[config.mk]
export PLATFORM = sky130hd
export DESIGN_NAME = synth_prog_loader
export DESIGN_NICKNAME = d
export VERILOG_FILES = /design/src/rtl/synth_prog_pkg.sv /design/src/rtl/synth_prog_sync.sv /design/src/rtl/synth_prog_ctrl.sv /design/src/rtl/synth_prog_regs.sv /design/src/rtl/synth_prog_loader.sv
export SDC_FILE = /design/constraint.sdc
export NUM_CORES = 1
export LEC_CHECK = 0
export BUFFER_PORTS_ARGS = -buffer_cell sky130_fd_sc_hd__buf_4
export CAP_MARGIN = 5
export CORE_ASPECT_RATIO = 0.9
export CORE_MARGIN = 1
export CORE_UTILIZATION = 45
export DETAILED_ROUTE_END_ITERATION = 8
export PLACE_DENSITY_LB_ADDON = 0.15
export SYNTH_ARGS = -nofsm -noshare
export SYNTH_HDL_FRONTEND = slang
export SYNTH_SLANG_ARGS = --single-unit
[constraint.sdc]
create_clock -name clk -period 5.8 [get_ports clk]
set_input_delay 0.87 -clock clk [delete_from_list [all_inputs] [get_ports clk]]
set_output_delay 0.87 -clock clk [all_outputs]
set_load 0.01 [all_outputs]
[src/rtl/synth_prog_pkg.sv]
package synth_prog_pkg;

  // Strobes from the frame controller to the register datapath
  typedef struct packed {
    logic shift;     // take one bit from each data line
    logic loadCR;    // commit a control-or-reference frame
    logic loadTxRx;  // commit a transmit/receive frame
  } progStrobe_t;

endpackage

[src/rtl/synth_prog_sync.sv]
module synth_prog_sync #(
  parameter int WIDTH  = 4,
  parameter int STAGES = 2
) (
  input  logic             clk,
  input  logic             rstN,
  input  logic [WIDTH-1:0] asyncIn,
  output logic [WIDTH-1:0] syncOut
);

  logic [WIDTH-1:0] stage [STAGES];

  always_ff @(posedge clk or negedge rstN) begin
    if (!rstN) stage[0] <= '0;
    else       stage[0] <= asyncIn;
  end

  for (genvar g = 1; g < STAGES; g++) begin : gChain
    always_ff @(posedge clk or negedge rstN) begin
      if (!rstN) stage[g] <= '0;
      else       stage[g] <= stage[g-1];
    end
  end

  assign syncOut = stage[STAGES-1];

endmodule

[src/rtl/synth_prog_ctrl.sv]
module synth_prog_ctrl
  import synth_prog_pkg::*;
#(
  parameter int WORD_W = 32,
  parameter int CNT_W  = 16
) (
  input  logic        clk,
  input  logic        rstN,
  input  logic        sClk,
  input  logic        sEnb,
  input  logic        dualLine,
  output progStrobe_t strb,
  output logic        loadErr
);

  localparam int CNT_BITS = $clog2(WORD_W + 2);
  localparam logic [CNT_BITS-1:0] FULL_CNT = CNT_BITS'(WORD_W);
  localparam logic [CNT_BITS-1:0] HALF_CNT = CNT_BITS'(CNT_W);
  localparam logic [CNT_BITS-1:0] SAT_CNT  = CNT_BITS'(WORD_W + 1);

  logic                clkPrev, enbPrev;
  logic [CNT_BITS-1:0] bitCnt;
  logic                modeHigh, mixed;
  logic                clkRise, enbFall, frameOk, haveBits;
  logic [CNT_BITS-1:0] needCnt;

  assign clkRise  = sClk & ~clkPrev;
  assign enbFall  = ~sEnb & enbPrev;
  assign haveBits = (bitCnt != '0);
  assign needCnt  = (modeHigh || !dualLine) ? FULL_CNT : HALF_CNT;
  assign frameOk  = !mixed && (bitCnt == needCnt);

  always_comb begin
    strb          = '0;
    strb.shift    = clkRise;
    strb.loadCR   = enbFall && haveBits && frameOk && modeHigh;
    strb.loadTxRx = enbFall && haveBits && frameOk && !modeHigh;
  end

  always_ff @(posedge clk or negedge rstN) begin
    if (!rstN) begin
      clkPrev  <= 1'b0;
      enbPrev  <= 1'b0;
      bitCnt   <= '0;
      modeHigh <= 1'b0;
      mixed    <= 1'b0;
      loadErr  <= 1'b0;
    end else begin
      clkPrev <= sClk;
      enbPrev <= sEnb;
      loadErr <= enbFall && haveBits && !frameOk;
      if (enbFall) begin
        bitCnt <= '0;
        mixed  <= 1'b0;
      end else if (clkRise) begin
        if (!haveBits)             modeHigh <= sEnb;
        else if (sEnb != modeHigh) mixed    <= 1'b1;
        if (bitCnt != SAT_CNT)     bitCnt   <= bitCnt + 1'b1;
      end
    end
  end

endmodule

[src/rtl/synth_prog_regs.sv]
module synth_prog_regs
  import synth_prog_pkg::*;
#(
  parameter int WORD_W = 32,
  parameter int CNT_W  = 16,
  parameter int REF_W  = 12,
  parameter int AUX_W  = 14
) (
  input  logic              clk,
  input  logic              rstN,
  input  progStrobe_t       strb,
  input  logic              sData,
  input  logic              sAux,
  output logic [WORD_W-1:0] ctrlWord,
  output logic [REF_W-1:0]  refDiv,
  output logic [AUX_W-1:0]  auxDiv,
  output logic              refSel,
  output logic              auxEn,
  output logic [CNT_W-1:0]  txDiv,
  output logic [CNT_W-1:0]  rxDiv
);

  localparam int REF_LSB = 3;
  localparam int AUX_LSB = REF_LSB + REF_W;
  localparam int SEL_BIT = AUX_LSB + AUX_W;
  localparam int EN_BIT  = SEL_BIT + 1;
  localparam int TYPE_BIT = WORD_W - 1;

  logic [WORD_W-1:0] shMain;
  logic [CNT_W-1:0]  shAux;

  always_ff @(posedge clk or negedge rstN) begin
    if (!rstN) begin
      shMain <= '0;
      shAux  <= '0;
    end else if (strb.shift) begin
      shMain <= {shMain[WORD_W-2:0], sData};
      shAux  <= {shAux[CNT_W-2:0], sAux};
    end
  end

  always_ff @(posedge clk or negedge rstN) begin
    if (!rstN) begin
      ctrlWord <= '0;
      refDiv   <= '0;
      auxDiv   <= '0;
      refSel   <= 1'b0;
      auxEn    <= 1'b0;
    end else if (strb.loadCR) begin
      if (shMain[TYPE_BIT]) begin
        ctrlWord <= shMain;
      end else begin
        auxEn  <= shMain[EN_BIT];
        refSel <= shMain[SEL_BIT];
        auxDiv <= shMain[SEL_BIT-1:AUX_LSB];
        refDiv <= shMain[AUX_LSB-1:REF_LSB];
      end
    end
  end

  always_ff @(posedge clk or negedge rstN) begin
    if (!rstN) begin
      txDiv <= '0;
      rxDiv <= '0;
    end else if (strb.loadTxRx) begin
      rxDiv <= shMain[CNT_W-1:0];
      if (ctrlWord[0]) txDiv <= shAux;
      else             txDiv <= shMain[WORD_W-1:CNT_W];
    end
  end

endmodule

[src/rtl/synth_prog_loader.sv]
module synth_prog_loader
  import synth_prog_pkg::*;
#(
  parameter int WORD_W      = 32,
  parameter int CNT_W       = 16,
  parameter int REF_W       = 12,
  parameter int AUX_W       = 14,
  parameter int SYNC_STAGES = 2
) (
  input  logic              clk,
  input  logic              rstN,
  input  logic              serClk,
  input  logic              serEnb,
  input  logic              serData,
  input  logic              serAux,
  output logic [WORD_W-1:0] ctrlWord,
  output logic [REF_W-1:0]  refDiv,
  output logic [AUX_W-1:0]  auxDiv,
  output logic              refSel,
  output logic              auxEn,
  output logic              auxPowerDown,
  output logic [CNT_W-1:0]  txDiv,
  output logic [CNT_W-1:0]  rxDiv,
  output logic              loadErr
);

  logic [3:0]  syncBus;
  progStrobe_t strb;

  synth_prog_sync #(.WIDTH(4), .STAGES(SYNC_STAGES)) u_sync (
    .clk     (clk),
    .rstN    (rstN),
    .asyncIn ({serClk, serEnb, serData, serAux}),
    .syncOut (syncBus)
  );

  synth_prog_ctrl #(.WORD_W(WORD_W), .CNT_W(CNT_W)) u_ctrl (
    .clk      (clk),
    .rstN     (rstN),
    .sClk     (syncBus[3]),
    .sEnb     (syncBus[2]),
    .dualLine (ctrlWord[0]),
    .strb     (strb),
    .loadErr  (loadErr)
  );

  synth_prog_regs #(.WORD_W(WORD_W), .CNT_W(CNT_W), .REF_W(REF_W), .AUX_W(AUX_W)) u_regs (
    .clk      (clk),
    .rstN     (rstN),
    .strb     (strb),
    .sData    (syncBus[1]),
    .sAux     (syncBus[0]),
    .ctrlWord (ctrlWord),
    .refDiv   (refDiv),
    .auxDiv   (auxDiv),
    .refSel   (refSel),
    .auxEn    (auxEn),
    .txDiv    (txDiv),
    .rxDiv    (rxDiv)
  );

  assign auxPowerDown = ~auxEn;

endmodule

==> results by group <==
Critical path
  • CP peak stage delay: 1.22 ns
  • Critical path cell sequence: nor4bb_1, a21oi_1, or4_2, mux2_4
  • CP max stage cell: or4_2
  • Critical Path Source Type: flip-flop
  • Worst Setup Path Type: reg -> reg
  • Crit Path Max Fanout: 32
  • CP Capture Type: flip-flop
  • Crit path DAT: 3.51 ns
  • Worst EP required: 6.10 ns

Final layout
  • Highest-count cells in the layout ignoring fill and taps: dfrtp_1 (159), mux2_2 (104), buf_4 (101), mux2_4 (49), clkbuf_16 (17)
  • Post-layout net count: 496
  • Final Cell Area: 7893 um2
  • # diodes: 0
  • Layout area overhead: 23.20%
  • Layout cells sized above 1: 0.5832
  • Commonest non-fill, non-tap cell in the layout: dfrtp_1

Flow run
  • MaxCap Viol Count: 0

Synth
  • Top-area cell type share of the netlist area: 0.6211
  • Post-synthesis sequential area ratio: 0.6211
  • Synth Net Count: 397
  • Ys Warns: 0
  • Synthesized instance count: 388
  • Post-synthesis cell type count: 34
  • Cell taking the most area after synthesis: dfrtp_1
  • Synth area leaders: dfrtp_1 (62%), mux2_2 (18%), mux2_4 (11%)
  • Yosys reg bits: 159
  • Post-synthesis average cell area: 16.51 um2
  • Post-synth design cell area: 6406 um2

Clock network
  • Worst-case clock buffer depth: 2
  • Root Driver: clkbuf_16
  • Post-cts repair resize count: 0
  • Clock Pin Slew Worst Setup and Hold Paths: 0.06 ns
  • # hold bufs at CTS: 0
  • Post-CTS setup buffer count: 0
  • TritonCTS Buffers: 17
  • CTS tree: built
  • CTS H-tree depth: 4
  • Clock Latency Late Sink: 0.41 ns
  • CTS sink cnt: 159

Drt
  • Wire length per cell: 16.48 um
  • Via count: 3376
  • Drc violations: 0
  • Final wirelength: 11340 um
  • Initial DRT Pass Iterations: 4
  • Initial DRC Count: 159
  • Routed Antenna Nets: 0
  • Vias per cell: 4.907

Timing
  • Worst-Margin Slew: 1.092 ns
  • Fmax: 0.3116 GHz
  • RSZ-0062 raised after global routing: false
  • Fin crit share: 0.5533
  • Hold WS: 0.3457 ns
  • Final setup viols: 0
  • Setup TNS: 0 ns
  • Slew Limit Fails: 0
  • Fin crit period: 3.209 ns
  • Max transition margin: 0.2722
  • Final hold violations: 0
  • Final worst-path setup slack: 2.591 ns
  • Fin Clk Skew: 0.005196 ns

Power
  • Tot Pwr: 2640 uW
  • Leakage: 0.004152 uW
  • Pwr/cell area: 334.5 nW/um2
  • VDD IR max: 223.3 uV

Floorplan
  • Core Rows: 40
  • Initial core utilization: 0.4706
  • Core region area: 13610 um2
  • Die Wd: 127.8 um
  • Chip Height: 115.2 um
  • Ports: 100
  • Die area: 14720 um2

Global routing
  • Total track usage: 0.1670
  • First-pass GRT wire length: 18650 um
  • Vias in the first global route: 3550
  • Grt ovf: 0
  • Initial antenna violation count: 0
  • Largest net degree at the start of global routing: 110

Status
  • Outcome: finished, final reports clean

Placement
  • Placed cell area: 7288 um2
  • Dpl hpwl: 7127 um
  • Final Wtd Congestion: 0.7308
  • Port bufs: 99
  • Place WS: 2.554 ns

Hold path
  • Hold WC Path Type: reg -> reg
power by group:
part	total [uW]	internal, uW	switching (uW)	leakage (uW)
Sequential	1330	1220	112	0.00214
Combinational	191	113	78.0	0.00171
Clock	1120	710	408	0.000302
Total	2640	2040	598	0.00415
layout make-up:
cell class,instances,area (um2)
clock inverter,5,75.07
inverter,3,11.26
tap,189,236.5
clock buffer,26,529.3
timing repair buffer,102,769.5
sequential,159,3979
multi-input combinational,204,2292
fill,1089,5720
routing by layer:
metal,share of wire,routed length [um],track usage,up-vias
met5,0,0,0,-
met4,0.014,159,0.06667,0
met3,0.044,504,0.04979,12
met2,0.45,5125,0.2453,69
met1,0.49,5547,0.2335,1720
li1,-,-,-,1575
cells in the mapped netlist:
| master | instances |
|---|---|
| nand2b_1 | 5 |
| or3_1 | 1 |
| buf_6 | 6 |
| inv_1 | 3 |
| xor2_1 | 4 |
| clkbuf_1 | 6 |
| nand2_1 | 4 |
| mux2_4 | 49 |
| or3_4 | 1 |
| buf_2 | 5 |
| a31oi_1 | 1 |
| buf_1 | 2 |
| o41ai_1 | 1 |
| nor2b_1 | 3 |
| nor4_1 | 2 |
| nand2b_4 | 1 |
| or4_1 | 3 |
| nand4_1 | 3 |
| mux2_2 | 104 |
| dfrtp_1 | 159 |
| and3_1 | 1 |
| mux2i_1 | 1 |
| xnor2_1 | 1 |
| nor4bb_1 | 1 |
| nor4_2 | 1 |
| ha_1 | 3 |
| nor2_1 | 7 |
| nor3_1 | 1 |
| clkbuf_2 | 1 |
| buf_4 | 2 |
| mux2_1 | 2 |
| o31a_1 | 1 |
| a31o_2 | 1 |
| a21oi_1 | 2 |
critical path, delay by kind of cell, from the launching register on:
kind / cells / cell delay, ns
AO/OA/AOI/OAI: 1 / 0.14
AND/OR/NAND/NOR: 2 / 1.59
multiplexers: 1 / 0.47
flip-flops: 1 / 0.87
cells by family (layout without fill, tap and decap cells):
| group | after synthesis | count (layout) | synth area share |
|---|---|---|---|
| AOI/OAI and AO/OA | 6 | 6 | 0.006642 |
| and+or+nand+nor | 34 | 34 | 0.03281 |
| muxes | 156 | 156 | 0.3027 |
| xor gates and xnor gates | 5 | 5 | 0.006836 |
| DFF | 159 | 159 | 0.6211 |
| adders and majority gates | 3 | 3 | 0.005860 |
| buffers and inverters | 25 | 136 | 0.02402 |
registers in the layout (all words and copies together), names as in the netlist, 4 cells and up:
name             count
u_regs.ctrlWord     32
u_regs.shMain       32
u_sync.stage         4
u_regs.auxDiv       14
u_ctrl.bitCnt        6
u_sync.syncOut       4
u_regs.refDiv       12
u_regs.rxDiv        16
u_regs.txDiv        16
u_regs.shAux        16
final timing paths:
kind                                     from                   to  slack, ns  cells past startpoint
hold reg to reg               u_sync.stage[4]    u_sync.syncOut[0]       0.35                      0
hold / removal                u_sync.stage[4]    u_sync.syncOut[0]       0.35                      0
min in group asynchronous                rstN  u_regs.ctrlWord[31]       0.57                      1
setup / recovery           u_regs.ctrlWord[0]  u_regs.ctrlWord[10]       2.59                      4
max in group asynchronous                rstN    u_regs.shMain[25]       3.96                      2
setup reg to reg           u_regs.ctrlWord[0]  u_regs.ctrlWord[10]       2.59                      4
stage by stage:
stage,utilization,instances
CTS,0.5798,688
global route,0.5798,688
detailed placement,0.5354,657
global placement,0.5354,657
floorplan,-,388
finish,0.5798,688
(Power assumes the default switching activity.)
